File: src/rtl/asr_pkg.sv
`timescale 1ns/1ps
package asr_pkg;

    localparam int DATA_W  = 24;
    localparam int SLOT_W  = 5;
    localparam int SHAMT_W = $clog2(DATA_W + 1);
    localparam int NARROW_W = 16;
    localparam int MID_W    = 20;

    typedef enum logic [2:0] {
        FMT_RJ16,
        FMT_RJ20,
        FMT_RJ24,
        FMT_LJ16,
        FMT_I2S16
    } fmt_e;

    typedef struct packed {
        logic               is_rj;
        logic               left_hi;
        logic [SHAMT_W-1:0] shamt;
        logic [SLOT_W-1:0]  last_idx;
    } fmt_cfg_t;

    typedef struct packed {
        logic sck;
        logic ws;
        logic sd;
    } line_t;

endpackage

File: src/rtl/asr_edge_sync.sv
`timescale 1ns/1ps
module asr_edge_sync
    import asr_pkg::*;
#(
    parameter int STAGES = 2
) (
    input  logic clk,
    input  logic rst_n,
    input  logic sck_i,
    input  logic ws_i,
    input  logic sd_i,
    output logic rise_o,
    output logic ws_o,
    output logic sd_o
);

    localparam int LAST = STAGES - 1;

    typedef struct packed {
        line_t [STAGES-1:0] pipe;
        logic               sck_prev;
    } sync_st_t;

    sync_st_t st_d, st_q;

    always_comb begin
        st_d = st_q;
        st_d.pipe[0] = '{sck: sck_i, ws: ws_i, sd: sd_i};
        for (int s = 1; s < STAGES; s++) begin
            st_d.pipe[s] = st_q.pipe[s-1];
        end
        st_d.sck_prev = st_q.pipe[LAST].sck;
    end

    always_ff @(posedge clk or negedge rst_n) begin
        if (!rst_n) begin
            st_q <= '0;
        end else begin
            st_q <= st_d;
        end
    end

    assign rise_o = st_q.pipe[LAST].sck & ~st_q.sck_prev;
    assign ws_o   = st_q.pipe[LAST].ws;
    assign sd_o   = st_q.pipe[LAST].sd;

endmodule

File: src/rtl/asr_mode_dec.sv
`timescale 1ns/1ps
module asr_mode_dec
    import asr_pkg::*;
(
    input  logic     m0_i,
    input  logic     m1_i,
    input  logic     i2s_i,
    output fmt_cfg_t cfg_o
);

    localparam logic [SHAMT_W-1:0] SH_NARROW = SHAMT_W'(DATA_W - NARROW_W);
    localparam logic [SHAMT_W-1:0] SH_MID    = SHAMT_W'(DATA_W - MID_W);
    localparam logic [SLOT_W-1:0]  LJ_LAST   = SLOT_W'(NARROW_W - 1);
    localparam logic [SLOT_W-1:0]  I2S_LAST  = SLOT_W'(NARROW_W);

    fmt_e fmt;

    always_comb begin
        if (i2s_i) begin
            fmt = FMT_I2S16;
        end else begin
            case ({m1_i, m0_i})
                2'b00:   fmt = FMT_RJ16;
                2'b01:   fmt = FMT_RJ20;
                2'b10:   fmt = FMT_RJ24;
                default: fmt = FMT_LJ16;
            endcase
        end
    end

    always_comb begin
        cfg_o = '{is_rj: 1'b1, left_hi: 1'b1, shamt: SH_NARROW, last_idx: '0};
        case (fmt)
            FMT_RJ16: cfg_o.shamt = SH_NARROW;
            FMT_RJ20: cfg_o.shamt = SH_MID;
            FMT_RJ24: cfg_o.shamt = '0;
            FMT_LJ16: begin
                cfg_o.is_rj    = 1'b0;
                cfg_o.last_idx = LJ_LAST;
            end
            default: begin
                cfg_o.is_rj    = 1'b0;
                cfg_o.left_hi  = 1'b0;
                cfg_o.last_idx = I2S_LAST;
            end
        endcase
    end

endmodule

File: src/rtl/asr_deser.sv
`timescale 1ns/1ps
module asr_deser
    import asr_pkg::*;
(
    input  logic              clk,
    input  logic              rst_n,
    input  logic              rise_i,
    input  logic              ws_i,
    input  logic              sd_i,
    input  fmt_cfg_t          cfg_i,
    output logic [DATA_W-1:0] data_o,
    output logic              valid_o,
    output logic              left_o,
    output logic              frame_o
);

    localparam logic [SLOT_W-1:0] SLOT_MAX = {SLOT_W{1'b1}};

    typedef struct packed {
        logic [DATA_W-1:0] shreg;
        logic [SLOT_W-1:0] cnt;
        logic              ws_prev;
        logic              have_prev;
        logic              armed;
        logic [DATA_W-1:0] data;
        logic              valid;
        logic              left;
        logic              frame;
    } deser_st_t;

    deser_st_t st_d, st_q;

    logic              trans;
    logic              emit;
    logic              emit_left;
    logic [SLOT_W-1:0] idx;
    logic [DATA_W-1:0] src;

    always_comb begin
        st_d       = st_q;
        st_d.valid = 1'b0;
        st_d.frame = 1'b0;
        trans      = 1'b0;
        emit       = 1'b0;
        emit_left  = 1'b0;
        idx        = '0;
        src        = '0;
        if (rise_i) begin
            trans          = st_q.have_prev && (ws_i != st_q.ws_prev);
            idx            = trans ? '0 : st_q.cnt;
            st_d.have_prev = 1'b1;
            st_d.ws_prev   = ws_i;
            st_d.shreg     = {st_q.shreg[DATA_W-2:0], sd_i};
            st_d.cnt       = (idx == SLOT_MAX) ? idx : idx + 1'b1;
            if (trans) begin
                st_d.armed = 1'b1;
            end
            if (cfg_i.is_rj) begin
                emit      = trans && st_q.armed;
                src       = st_q.shreg;
                emit_left = (st_q.ws_prev == cfg_i.left_hi);
            end else begin
                emit      = st_q.armed && (idx == cfg_i.last_idx);
                src       = st_d.shreg;
                emit_left = (ws_i == cfg_i.left_hi);
            end
            if (emit) begin
                st_d.data  = src << cfg_i.shamt;
                st_d.valid = 1'b1;
                st_d.left  = emit_left;
                st_d.frame = ~emit_left;
            end
        end
    end

    always_ff @(posedge clk or negedge rst_n) begin
        if (!rst_n) begin
            st_q <= '0;
        end else begin
            st_q <= st_d;
        end
    end

    assign data_o  = st_q.data;
    assign valid_o = st_q.valid;
    assign left_o  = st_q.left;
    assign frame_o = st_q.frame;

endmodule

File: src/rtl/audio_ser_rx.sv
`timescale 1ns/1ps
module audio_ser_rx
    import asr_pkg::*;
#(
    parameter int SYNC_STAGES = 2
) (
    input  logic              clk,
    input  logic              rst_n,
    input  logic              bclk_i,
    input  logic              wclk_i,
    input  logic              sdata_i,
    input  logic              fmt_m0_i,
    input  logic              fmt_m1_i,
    input  logic              fmt_i2s_i,
    output logic [DATA_W-1:0] smp_data_o,
    output logic              smp_valid_o,
    output logic              smp_left_o,
    output logic              frame_valid_o
);

    logic     rise;
    logic     ws_s;
    logic     sd_s;
    fmt_cfg_t cfg;

    asr_edge_sync #(.STAGES(SYNC_STAGES)) sync_i (
        .clk    (clk),
        .rst_n  (rst_n),
        .sck_i  (bclk_i),
        .ws_i   (wclk_i),
        .sd_i   (sdata_i),
        .rise_o (rise),
        .ws_o   (ws_s),
        .sd_o   (sd_s)
    );

    asr_mode_dec dec_i (
        .m0_i  (fmt_m0_i),
        .m1_i  (fmt_m1_i),
        .i2s_i (fmt_i2s_i),
        .cfg_o (cfg)
    );

    asr_deser deser_i (
        .clk     (clk),
        .rst_n   (rst_n),
        .rise_i  (rise),
        .ws_i    (ws_s),
        .sd_i    (sd_s),
        .cfg_i   (cfg),
        .data_o  (smp_data_o),
        .valid_o (smp_valid_o),
        .left_o  (smp_left_o),
        .frame_o (frame_valid_o)
    );

endmodule

File: config.mk
export PLATFORM = sky130hd
export DESIGN_NAME = audio_ser_rx
export DESIGN_NICKNAME = d
export VERILOG_FILES = /design/src/rtl/asr_pkg.sv /design/src/rtl/asr_edge_sync.sv /design/src/rtl/asr_mode_dec.sv /design/src/rtl/asr_deser.sv /design/src/rtl/audio_ser_rx.sv
export SDC_FILE = /design/constraint.sdc
export NUM_CORES = 1
export LEC_CHECK = 0
export BUFFER_PORTS_ARGS = -buffer_cell sky130_fd_sc_hd__buf_2
export CAP_MARGIN = 10
export CORE_ASPECT_RATIO = 1.1
export CORE_UTILIZATION = 59
export DETAILED_ROUTE_END_ITERATION = 16
export PLACE_DENSITY = 0.76
export SLEW_MARGIN = 20
export SYNTH_ARGS = -nofsm -noshare
export SYNTH_HDL_FRONTEND = slang
export SYNTH_SLANG_ARGS = --single-unit
export TNS_END_PERCENT = 50
File: constraint.sdc
create_clock -name clk -period 3 [get_ports clk]
set_input_delay 0.3 -clock clk [delete_from_list [all_inputs] [get_ports clk]]
set_output_delay 0.3 -clock clk [all_outputs]
set_load 0.05 [all_outputs]
# Word-level counts from Yosys, hierarchy flattened
# Index checks and enable logic that the tools add are counted.
[op_classes]
add_sub_neg = 1
n_eq_ne = 10
shifts = 1
muxes = 16
bitwise = 3
n_reduce_logical = 9
[ops]
columns = ["cell", "count"]
rows = [
  ["2-to-1 mux 24 bit", 2],
  ["<< shifter 24 x 4 -> 24 bit", 1],
  ["2-to-1 mux 5 bit", 2],
  ["case mux 5 bit (2 select lines)", 1],
  ["2-to-1 mux 3 bit", 3],
  ["case mux 4 bit (2 select lines)", 1],
  ["== test 3 x 2 -> 1 bit, second input constant", 2],
  ["2-to-1 mux 1 bit", 6],
  ["case mux 2 bit (3 select lines)", 1],
  ["adder 5 x 1 -> 5 bit, second input constant", 1],
  ["== test 5 bit", 1],
  ["== test 5 bit, second input constant", 1],
  ["AND reduction 2 bit", 2],
  ["OR reduction 4 bit", 1],
  ["== test 3 x 1 -> 1 bit, second input constant", 1],
  ["logical AND 1 bit", 3],
  ["zero test 3 bit", 1],
  ["OR reduction 3 bit", 1],
  ["== test 1 bit", 2],
  ["== test 2 x 1 -> 1 bit, second input constant", 1],
  ["== test 2 bit, second input constant", 1],
  ["zero test 2 bit", 1],
  ["inverter 1 bit", 2],
  ["AND 1 bit", 1],
  ["!= test 1 bit", 1],
]
[word_totals]
ff_bits = 66
input_bits = 8
out_inout_bits = 27
word_cells = 56

# Logic depth before layout (Yosys ltp)
# Gate-level depths: netlist of run 1.
[logic_depth]
word_depth = 12
ltp_mapped = 9
ltp_nobuf = 9

# Hierarchy
# From an unflattened synthesis of run 1, not the netlist that was laid out.
[hier_totals]
cells_unflattened = 448
area_unflattened_um2 = 4757.1
[by_module_without_submodules]
columns = ["module", "instances", "cells_per_inst", "area_per_inst_um2", "seq_area_each_um2"]
rows = [
  ["asr_deser", 1, 426, 4480.5, 1476.4],
  ["asr_edge_sync", 1, 8, 188.9, 175.2],
  ["asr_mode_dec", 1, 14, 87.6, 0.0],
]

# Worst setup path before layout of run 1
# No wires, ideal clock.
[synth_path]
kind = "input -> register"
from = "in fmt_i2s_i"
to = "reg deser_i.st_q, in the netlist deser_i.data_o[11]"
setup_time_ps = 125
arrival_time_ps = 2135
t_required_ps = 2875
setup_slack_ps = 740
cell_stages = 6
n_path_buf = 2
path_cell_list = "buf_2 > or4_1 > a221o_1 > o22ai_4 > buf_8 > mux2_4"
[synth_via]
elab_chain_cells = 9
elab_cells_between_ends = 17
cone_classes = "4 x eq/ne; 1 x shift; 8 x mux; 4 x reduce/logical"
[synth_rtl]
columns = ["item", "line_no", "text"]
rows = [
  ["start, declared", "audio_ser_rx.sv:14", "input logic fmt_i2s_i,"],
  ["2-to-1 mux 3 bit *", "asr_mode_dec.sv:19", "if (i2s_i) begin"],
  ["== test 3 x 1 -> 1 bit (tied with other cells)", "asr_mode_dec.sv:33", "case (fmt)"],
  ["OR reduction 3 bit (no line)", "-", ""],
  ["case mux 5 bit (2 select lines)", "asr_mode_dec.sv:33", ""],
  ["== test 5 bit", "asr_deser.sv:63", "emit = st_q.armed && (idx == cfg_i.last_idx);"],
  ["logical AND 1 bit", "asr_deser.sv:63", ""],
  ["2-to-1 mux 1 bit", "asr_deser.sv:58", "if (cfg_i.is_rj) begin"],
  ["2-to-1 mux 1 bit", "asr_deser.sv:48", "if (rise_i) begin"],
  ["AND reduction 2 bit (no line)", "-", ""],
  ["end signal, assigned", "asr_deser.sv:80", "st_q <= st_d;"],
  ["end, declared", "asr_deser.sv:31", "deser_st_t st_d, st_q;"],
]
# Mark *: on every way between the ends. The rest lies on a longest branch, timed or not. The select of a mux whose other input is x is not followed.
# A chain may end at the register's enable or synchronous reset.

# Final worst setup path of run 1
[layout_path]
from = "reg deser_i.st_q[32] (netlist name)"
to = "reg deser_i.st_q, in the netlist deser_i.data_o[10]"
[layout_via]
elab_chain_cells = 6
[layout_rtl]
columns = ["item", "line_no", "text"]
rows = [
  ["2-to-1 mux 5 bit", "asr_deser.sv:50", "idx = trans ? '0 : st_q.cnt;"],
  ["== test 5 bit", "asr_deser.sv:63", ""],
  ["logical AND 1 bit", "asr_deser.sv:63", ""],
  ["2-to-1 mux 1 bit", "asr_deser.sv:58", ""],
  ["2-to-1 mux 1 bit", "asr_deser.sv:48", ""],
  ["AND reduction 2 bit (no line)", "-", ""],
]
# Every way passes these cells. The select of a mux whose other input is x is not followed.

==> results.py, run 1 <==
metrics = {
    "grt": {
        "use_met1_pct": 33.0,
        "use_met3_pct": 6.50,
        "globalRouteTotalUtil_pct": 24.7,
        "grt-ovfl-total": 0,
        "grt_most_used_layer": "met2",
        "vias_in_the_first_global_route": 2365,
        "initial_antenna_violation_count": 0,
        "grt_max_degree": 44,
        "use_met2_pct": 38.4,
        "grt_first_pass_wirelength_um": 11100,
    },
    "floorplanning": {
        "num_rows": 28,
        "ios": 35,
        "die_h_um": 81.7,
        "core_region_area_mm2": 0.00547,
        "die-area_mm2": 0.00608,
        "start_util_pct": 62.3,
        "floorplan.die.width_um": 74.4,
    },
    "run": {
        "max_capacitance_violation_total": 0,
    },
    "synthesis": {
        "syn_avg_cell_area_um2": 9.28,
        "postSynthCellCount": 367,
        "synth-main-ff-cell": "dfrtp_1",
        "synth-edff-count": 0,
        "synth_warnings": 0,
        "synth_area_mm2": 0.00341,
        "synth-async-reset-ratio_pct": 100,
        "number_of_distinct_library_cells_after_synthesis": 35,
        "synth-seq-cells": 66,
        "synth_fp_nets": 376,
        "synth_sequential_area_ratio_pct": 48.5,
    },
    "timing": {
        "max_freq_ghz": 0.437,
        "period_needed_ns": 2.29,
        "worst-slew-pin-transition_ns": 0.795,
        "setup_violations": 0,
        "setup_total_negative_slack_ns": 0,
        "hold_violations": 0,
        "timing.hold.ws_ns": 0.0370,
        "unrepaired_setup_endpoints_after_global_routing": "false",
        "final_max_slew_violation_count": 0,
        "post-route-period-util_pct": 76.3,
        "fin_skew_ns": 0.00645,
        "max_slew_margin_pct": 47.0,
    },
    "detailed_routing": {
        "drt_first_iter_violations": 202,
        "detail_route.wirelength_um": 6680,
        "route.detailed.wl_per_inst_um": 14.8,
        "post_drt_via_cell_ratio": 5.59,
        "drt.antenna.violating_nets": 0,
        "detail_route.drc_violations": 0,
        "vias": 2519,
        "1st_pass_router_iterations": 4,
    },
    "clock_tree": {
        "cts_htree_levels": 3,
        "maximum_clock_path_buffer_count": 2,
        "cts_num_sinks": 66,
        "postCtsResizedCells": 0,
        "worst_skew_pair.late_latency_ns": 0.34,
        "clkTransAtPathRegs_ns": 0.06,
        "cts_tree": "done",
        "cts_post_setup_buffers_inserted": 0,
        "root_buffer": "clkbuf_8",
        "hold_buffers": 0,
        "tritoncts.num_buffers": 9,
    },
    "placed_design": {
        "post_dp_cell_area_mm2": 0.00344,
        "place.detailed.hpwl_um": 4450,
        "port-buffer-count": 34,
        "final_weighted_congestion_of_routability_driven_global_placement": 0.861,
    },
    "finish": {
        "n_antenna_cell": 0,
        "design.final.nets": 381,
        "final_design_area_no_fill_mm2": 0.00365,
        "syn_to_final_growth_pct": 7.09,
        "most-common-layout-cells": "nand2_1 (96), dfrtp_1 (66), buf_2 (34)",
        "mostFrequentLayoutCell": "nand2_1",
        "drive_above_1_share_pct": 20.5,
        "num-fill-cells": 468,
    },
    "power": {
        "power.ir.vdd_worst_mv": 0.355,
        "cellPowerDensity_mw_per_mm2": 771,
        "cell_leakage_power_nw": 1.79,
    },
    "worst_setup_path": {
        "cp-startpoint": "deser_i.st_q[32]",
        "worstPathArrival_ns": 2.52,
        "worstPathMaxFanout": 27,
        "worst-endpoint-required_ns": 3.23,
        "cp_cell_sequence": "nand2_1 -> or4_1 -> a221o_1 -> o22ai_4 -> buf_12 -> mux2_2",
        "crit_path_leading_delay_family": "compound AO/OA/AOI/OAI gates",
        "timing.critical_path.slowest_cell_delay_ns": 0.45,
        "criticalPathCategory": "register to register",
        "crit-reg2reg-launch": "deser_i.st_q[32]",
        "timing.critical_path.from_type": "register",
        "critPathBufInv": 1,
        "critical-path-slowest-cell": "dfrtp_1",
        "crit_path_end_kind": "register",
    },
    "status": {
        "status": "finished, final reports clean",
    },
    "worst_hold_path": {
        "hold_class": "input port to async pin",
    },
}
## state kept, by name (all words and copies together) (netlist names)
register and cells:
sync_i.st_d 4, deser_i.valid_o 1, deser_i.data_o 24, sync_i.ws_o 1
sync_i.st_q 1, deser_i.st_q 32, deser_i.left_o 1, deser_i.frame_o 1
sync_i.sd_o 1
## layout make-up
class / count / area, um^2 / area share (%)
flip-flops and latches: 66 / 1650 / 45.3
multi-input cells: 242 / 1420 / 38.9
repair buffers: 41 / 235 / 6.45
clock buffers: 13 / 169 / 4.63
well taps: 75 / 93.8 / 2.57
inverters: 12 / 45.0 / 1.23
clock inverters: 2 / 35.0 / 0.961
## synth_stat cells (all sizes together), types with 6 or more instances
cell type  number  area [um^2]
a21oi          19         95.1
a31oi           8         50.1
buf            30          230
clkbuf         17         63.8
dfrtp          66         1650
inv            12         45.0
mux2           18          233
mux2i          21          210
nand2          97          367
nand3           6         30.0
nor2           22         82.6
o21ai          14         70.1
o22ai           6         51.3
## metrics by stage
stage	power, mW	setup WS [ns]	instances	utilization (%)
2_1_floorplan	1.98	0.740	367	-
6_report	2.81	0.712	451	66.7
3_5_place_dp	2.06	0.537	436	63.0
4_1_cts	2.83	0.715	451	66.7
5_1_grt	2.95	0.605	451	66.7
3_3_place_gp	2.04	0.587	436	63.0
## routing by layer
layer  up-vias  wire length [um]
li1       1211                 -
met1      1200              2970
met2        93              3230
met3        15               355
met4         0               125
met5         -                 0
## path summary, 6_finish.rpt
path,to,slack (ns),cells past startpoint
hold reg to reg,sync_i.sd_o,0.35,0
hold / removal,deser_i.frame_o,0.04,1
setup / recovery,deser_i.data_o[10],0.71,6
max in group asynchronous,deser_i.data_o[4],2.20,2
min in group clk,sync_i.st_d[6],0.06,1
setup reg to reg,deser_i.data_o[10],0.71,6
## cell families after synthesis
kind of cell	count (synthesis)	share of synthesized area (%)
adders and majority gates	1	0.367
xor gates and xnor gates	1	0.257
AOI/OAI and AO/OA	55	9.74
muxes	39	13.0
and+or+nand+nor	146	18.2
buffers and inverters	59	9.96
DFF	66	48.5
## report_power, final
group	internal, mW	total (mW)	switching [mW]
Combinational	0.249	0.844	0.596
Sequential	1.05	1.20	0.150
Clock	0.446	0.762	0.316
Total	1.75	2.81	1.06
## worst register-to-register path, delay by kind of cell, from the launching register on
family,cells,cell delay [ns]
AOI/OAI and AO/OA,2,0.61
and+or+nand+nor,2,0.51
DFF,1,0.45
muxes,1,0.38
buffers and inverters,1,0.23
(Power assumes the default switching activity.)
==> run 2, diff against run 1 <==
- CORE_UTILIZATION: 59 -> 53
- PLACE_DENSITY: 0.76 -> 0.72
- clock period: 3 -> 2.1 ns (I/O delays scaled with it)
==> results.py, run 2 (same netlist as run 1, synthesis figures left out) <==
metrics = {
    "grt": {
        "globalRouteTotalUtil_pct": 23.1,
        "initial_antenna_violation_count": 0,
        "vias_in_the_first_global_route": 2513,
        "grt_first_pass_wirelength_um": 11900,
        "grt-ovfl-total": 0,
        "grt_max_degree": 44,
    },
    "timing": {
        "period_needed_ns": 2.08,
        "max_slew_margin_pct": 58.1,
        "unrepaired_setup_endpoints_after_global_routing": "true",
        "worst-slew-pin-transition_ns": 0.629,
        "max_freq_ghz": 0.481,
        "hold_violations": 0,
        "final_max_slew_violation_count": 0,
        "setup_violations": 0,
        "post-route-period-util_pct": 99.0,
        "timing.hold.ws_ns": 0.349,
        "fin_skew_ns": 0.00912,
    },
    "placed_design": {
        "final_weighted_congestion_of_routability_driven_global_placement": 0.862,
        "port-buffer-count": 34,
        "place.detailed.hpwl_um": 4640,
    },
    "worst_hold_path": {
        "hold_class": "register to register",
    },
    "run": {
        "max_capacitance_violation_total": 0,
    },
    "power": {
        "cell_leakage_power_nw": 1.87,
        "cellPowerDensity_mw_per_mm2": 1070,
        "power.ir.vdd_worst_mv": 0.555,
        "p_total_mw": 4.10,
    },
    "detailed_routing": {
        "detail_route.wirelength_um": 6860,
        "drt_first_iter_violations": 335,
        "route.detailed.wl_per_inst_um": 14.5,
        "1st_pass_router_iterations": 4,
        "drt.antenna.violating_nets": 0,
        "vias": 2546,
        "detail_route.drc_violations": 0,
        "post_drt_via_cell_ratio": 5.38,
    },
    "clock_tree": {
        "cts_tree": "done",
        "clkTransAtPathRegs_ns": 0.07,
        "worst_skew_pair.late_latency_ns": 0.35,
        "tritoncts.num_buffers": 9,
        "cts_num_sinks": 66,
        "maximum_clock_path_buffer_count": 2,
        "root_buffer": "clkbuf_8",
        "cts_htree_levels": 3,
    },
    "floorplanning": {
        "die-area_mm2": 0.00675,
        "num_rows": 30,
        "ios": 35,
        "start_util_pct": 55.0,
        "die_h_um": 86.1,
        "core_region_area_mm2": 0.00619,
        "floorplan.die.width_um": 78.4,
    },
    "finish": {
        "largest_register_ff_count": 32,
        "syn_to_final_growth_pct": 11.9,
        "drive_above_1_share_pct": 23.2,
        "n_antenna_cell": 0,
        "max_flop_register": "deser_i.st_q",
        "most-common-layout-cells": "nand2_1 (95), dfrtp_1 (66), buf_2 (34)",
        "mostFrequentLayoutCell": "nand2_1",
        "design.final.nets": 397,
    },
    "worst_setup_path": {
        "worstPathArrival_ns": 2.31,
        "timing.critical_path.from_type": "register",
        "criticalPathCategory": "register to register",
        "crit_path_end_kind": "register",
        "worst-endpoint-required_ns": 2.33,
        "worstPathMaxFanout": 21,
    },
    "status": {
        "status": "finished, final reports clean",
    },
}
==> run 2: cell count changes in the layout (fill, tap and decap cells not counted), sizes merged <==
cell         delta
buf            +12
clkbuf          -1
clkinvlp        +2
dlygate4sd3     +4
==> run 2: worst paths after layout <==
kind	start	to	slack [ns]	cells after the start
min in group asynchronous	rst_n	deser_i.valid_o	0.41	2
max reg2reg	deser_i.st_q[32]	deser_i.data_o[7]	0.02	6
min reg2reg	sync_i.st_d[5]	sync_i.ws_o	0.35	0
min	sync_i.st_d[5]	sync_i.ws_o	0.35	0
max in group asynchronous	rst_n	deser_i.st_q[27]	1.05	3
max	deser_i.st_q[32]	deser_i.data_o[7]	0.02	6
==> run 2: area by class of cell <==
class / count / area, um^2
fillers: 543 / 2380
flip-flops and latches: 66 / 1650
multi-input cells: 242 / 1430
repair buffers: 57 / 382
clock buffers: 12 / 155
well taps: 80 / 100
clock inverters: 4 / 50.0
inverters: 12 / 45.0
==> run 2: stage by stage <==
stage | worst slack [ns] | TNS (ns) | instances | area (um^2) | utilization, %
after global routing | -0.0285 | -0.159 | 473 | 3810 | 61.5
after CTS | 0.0158 | 0 | 473 | 3800 | 61.3
after floorplan | -0.0201 | -0.161 | 367 | 3410 | -
final | 0.0214 | 0 | 473 | 3810 | 61.5
after global placement | 0.0380 | 0 | 453 | 3550 | 57.4
after detailed placement | -0.00375 | -0.00465 | 453 | 3550 | 57.4
==> run 2: repair_timing <==
item / 4_1_cts / 5_1_grt
endpoints found under the setup margin: 0 / 16
setup buffers: 0 / 0
hold buffers: 4 / 0
endpoints found under the hold margin: 30 / 0
resized for setup: 0 / 4
==> run 2: routing by layer <==
layer | wire, um | GRT usage (%) | vias up
li1 | - | - | 1237
met1 | 3160 | 30.1 | 1215
met2 | 3230 | 37.1 | 76
met3 | 291 | 3.72 | 18
met4 | 172 | 12.1 | 0
met5 | 0 | 0 | -
==> run 2: report_power, final <==
group          total (mW)  leakage, nW  switching (mW)  internal, mW
Clock                1.10       0.0986           0.486         0.611
Combinational        1.30        0.914           0.887         0.417
Sequential           1.70        0.857           0.190          1.51
Total                4.10         1.87            1.56          2.53
==> run 2: critical path, stage by stage (launching register included) <==
cell and delay, ns:
dfrtp_1 0.39, buf_4 0.16, or3_1 0.31, a221o_1 0.36, o22ai_4 0.18, buf_12 0.21, mux2_2 0.35
==> run 3, diff against run 2 <==
- ABC_AREA: default -> 1
==> results.py, run 3 <==
metrics = {
    "timing": {
        "max_freq_ghz": 0.541,
        "setup_total_negative_slack_ns": 0,
        "setup_violations": 0,
        "period_needed_ns": 1.85,
        "fin_skew_ns": 0.00801,
        "worst-slew-pin-transition_ns": 0.486,
        "unrepaired_setup_endpoints_after_global_routing": "false",
        "timing.hold.ws_ns": 0.244,
        "post-route-period-util_pct": 88.0,
        "final_max_slew_violation_count": 0,
        "hold_violations": 0,
        "max_slew_margin_pct": 67.3,
    },
    "finish": {
        "drive_above_1_share_pct": 16.2,
        "max_flop_register": "deser_i.st_q",
        "most-common-layout-cells": "nand2_1 (132), dfrtp_1 (66), o21ai_0 (47)",
        "n_antenna_cell": 0,
        "mostFrequentLayoutCell": "nand2_1",
        "design.final.nets": 437,
        "num-fill-cells": 562,
        "largest_register_ff_count": 32,
        "post_layout_nonfiller_instances": 512,
        "syn_to_final_growth_pct": 7.85,
    },
    "clock_tree": {
        "maximum_clock_path_buffer_count": 2,
        "worst_skew_pair.late_latency_ns": 0.34,
        "clkTransAtPathRegs_ns": 0.07,
        "tritoncts.num_buffers": 9,
        "cts_post_setup_buffers_inserted": 0,
        "cts_htree_levels": 3,
        "cts_num_sinks": 66,
        "root_buffer": "clkbuf_8",
        "cts_tree": "done",
    },
    "power": {
        "p_total_mw": 3.75,
        "power.ir.vdd_worst_mv": 0.604,
        "cellPowerDensity_mw_per_mm2": 1030,
        "cell_leakage_power_nw": 1.90,
    },
    "synthesis": {
        "synth_sequential_area_ratio_pct": 49.1,
        "syn_avg_cell_area_um2": 8.08,
        "synth-edff-count": 0,
        "synth_area_mm2": 0.00336,
        "synth_fp_nets": 425,
        "yosysTopAreaCell": "dfrtp_1",
        "synth-seq-cells": 66,
        "synth_warnings": 0,
        "post-synth-top-area-fraction_pct": 49.1,
        "postSynthCellCount": 416,
        "synth-async-reset-ratio_pct": 100,
        "yosys-top-cells-area": "dfrtp_1 (49%), nand2_1 (15%), o21ai_0 (7.0%), buf_4 (5.8%), inv_1 (4.6%)",
        "number_of_distinct_library_cells_after_synthesis": 24,
        "synth-main-ff-cell": "dfrtp_1",
        "synthMostInstantiatedCell": "nand2_1",
        "commonest_cells_in_the_netlist": "nand2_1 (132), dfrtp_1 (66), o21ai_0 (47)",
    },
    "grt": {
        "grt_max_degree": 67,
        "globalRouteTotalUtil_pct": 20.9,
        "initial_antenna_violation_count": 0,
        "grt_first_pass_wirelength_um": 10800,
        "vias_in_the_first_global_route": 2332,
        "grt-ovfl-total": 0,
    },
    "status": {
        "status": "finished, final reports clean",
    },
    "worst_setup_path": {
        "criticalPathCategory": "register to register",
        "worst-endpoint-required_ns": 2.35,
        "timing.critical_path.from_type": "register",
        "worstPathMaxFanout": 11,
        "worstPathArrival_ns": 2.10,
        "crit_path_end_kind": "register",
    },
    "floorplanning": {
        "start_util_pct": 54.6,
        "die-area_mm2": 0.00667,
        "floorplan.die.width_um": 78.0,
        "core_region_area_mm2": 0.00616,
        "ios": 35,
        "num_rows": 30,
        "die_h_um": 85.5,
    },
    "detailed_routing": {
        "drt.antenna.violating_nets": 0,
        "post_drt_via_cell_ratio": 5.04,
        "vias": 2580,
        "1st_pass_router_iterations": 4,
        "route.detailed.wl_per_inst_um": 12.3,
        "detail_route.drc_violations": 0,
        "detail_route.wirelength_um": 6320,
        "drt_first_iter_violations": 302,
    },
    "run": {
        "max_capacitance_violation_total": 0,
    },
    "placed_design": {
        "port-buffer-count": 34,
        "final_weighted_congestion_of_routability_driven_global_placement": 0.918,
        "place.detailed.hpwl_um": 4360,
        "dp_cells": 493,
    },
    "worst_hold_path": {
        "hold_class": "input port to register",
    },
}
[run 3: path summary, 6_finish.rpt]
kind / slack [ns] / depth (start not counted) / endpoint / start
setup / recovery: 0.25 / 11 / deser_i.st_q[32] / sync_i.ws_o
hold / removal: 0.24 / 4 / deser_i.frame_o / fmt_i2s_i
setup reg to reg: 0.25 / 11 / deser_i.st_q[32] / sync_i.ws_o
hold reg to reg: 0.35 / 0 / sync_i.sd_o / sync_i.st_d[4]
max in group asynchronous: 1.39 / 3 / deser_i.st_q[48] / rst_n
min in group asynchronous: 0.41 / 3 / deser_i.data_o[22] / rst_n
[run 3: repair_timing]
item,4_1_cts,5_1_grt
resized for setup,0,2
hold buffers,4,0
endpoints found under the setup margin,0,25
hold endpoints to repair,69,0
[run 3: cells by family (layout without fill, tap and decap cells)]
group | Yosys count | in the layout | synth area share (%)
compound gates | 71 | 71 | 12.5
xor+xnor | 3 | 3 | 0.781
fa+ha+maj | 1 | 1 | 0.372
buf+inv | 86 | 102 | 13.4
flops | 66 | 66 | 49.1
simple gates | 189 | 189 | 23.8
[run 3: layer usage]
layer  routed length [um]  up-vias  GRT usage (%)
met1                 3160     1178           29.6
met4                   98        0           9.93
met2                 2820       54           30.7
met3                  237        9           4.79
met5                    0        -              0
li1                     -     1339              -
[run 3: stage by stage]
step	util, %	setup slack (ns)	instance area, um^2
floorplan	-	0.371	3360
global placement	55.5	0.268	3420
detailed placement	55.5	0.178	3420
CTS	58.6	0.153	3610
global route	58.9	0.0531	3630
finish	58.9	0.251	3630
[run 3: power by group]
part	switching, mW	leakage, nW	internal (mW)
clock network	0.438	0.0827	0.413
registers	0.143	0.859	1.51
logic	0.940	0.957	0.312
total	1.52	1.90	2.23
[run 3: area by class of cell]
type / count / area (um^2) / share of cell area [%]
Clock buffer: 11 / 131 / 3.62
Clock inverter: 4 / 20.0 / 0.552
Inverter: 42 / 158 / 4.35
Multi-Input combinational cell: 264 / 1280 / 35.3
Sequential cell: 66 / 1650 / 45.5
Tap cell: 80 / 100 / 2.76
Timing Repair Buffer: 45 / 288 / 7.93
[run 3: critical path, cell delays in order (launching register included)]
cell,delay [ns]
dfrtp_1,0.41
inv_2,0.08
nand2_1,0.06
nand3_2,0.16
inv_1,0.11
nor2_1,0.12
ha_1,0.19
nand4_1,0.11
o21ai_0,0.18
buf_4,0.16
nor2_1,0.04
a21oi_1,0.13
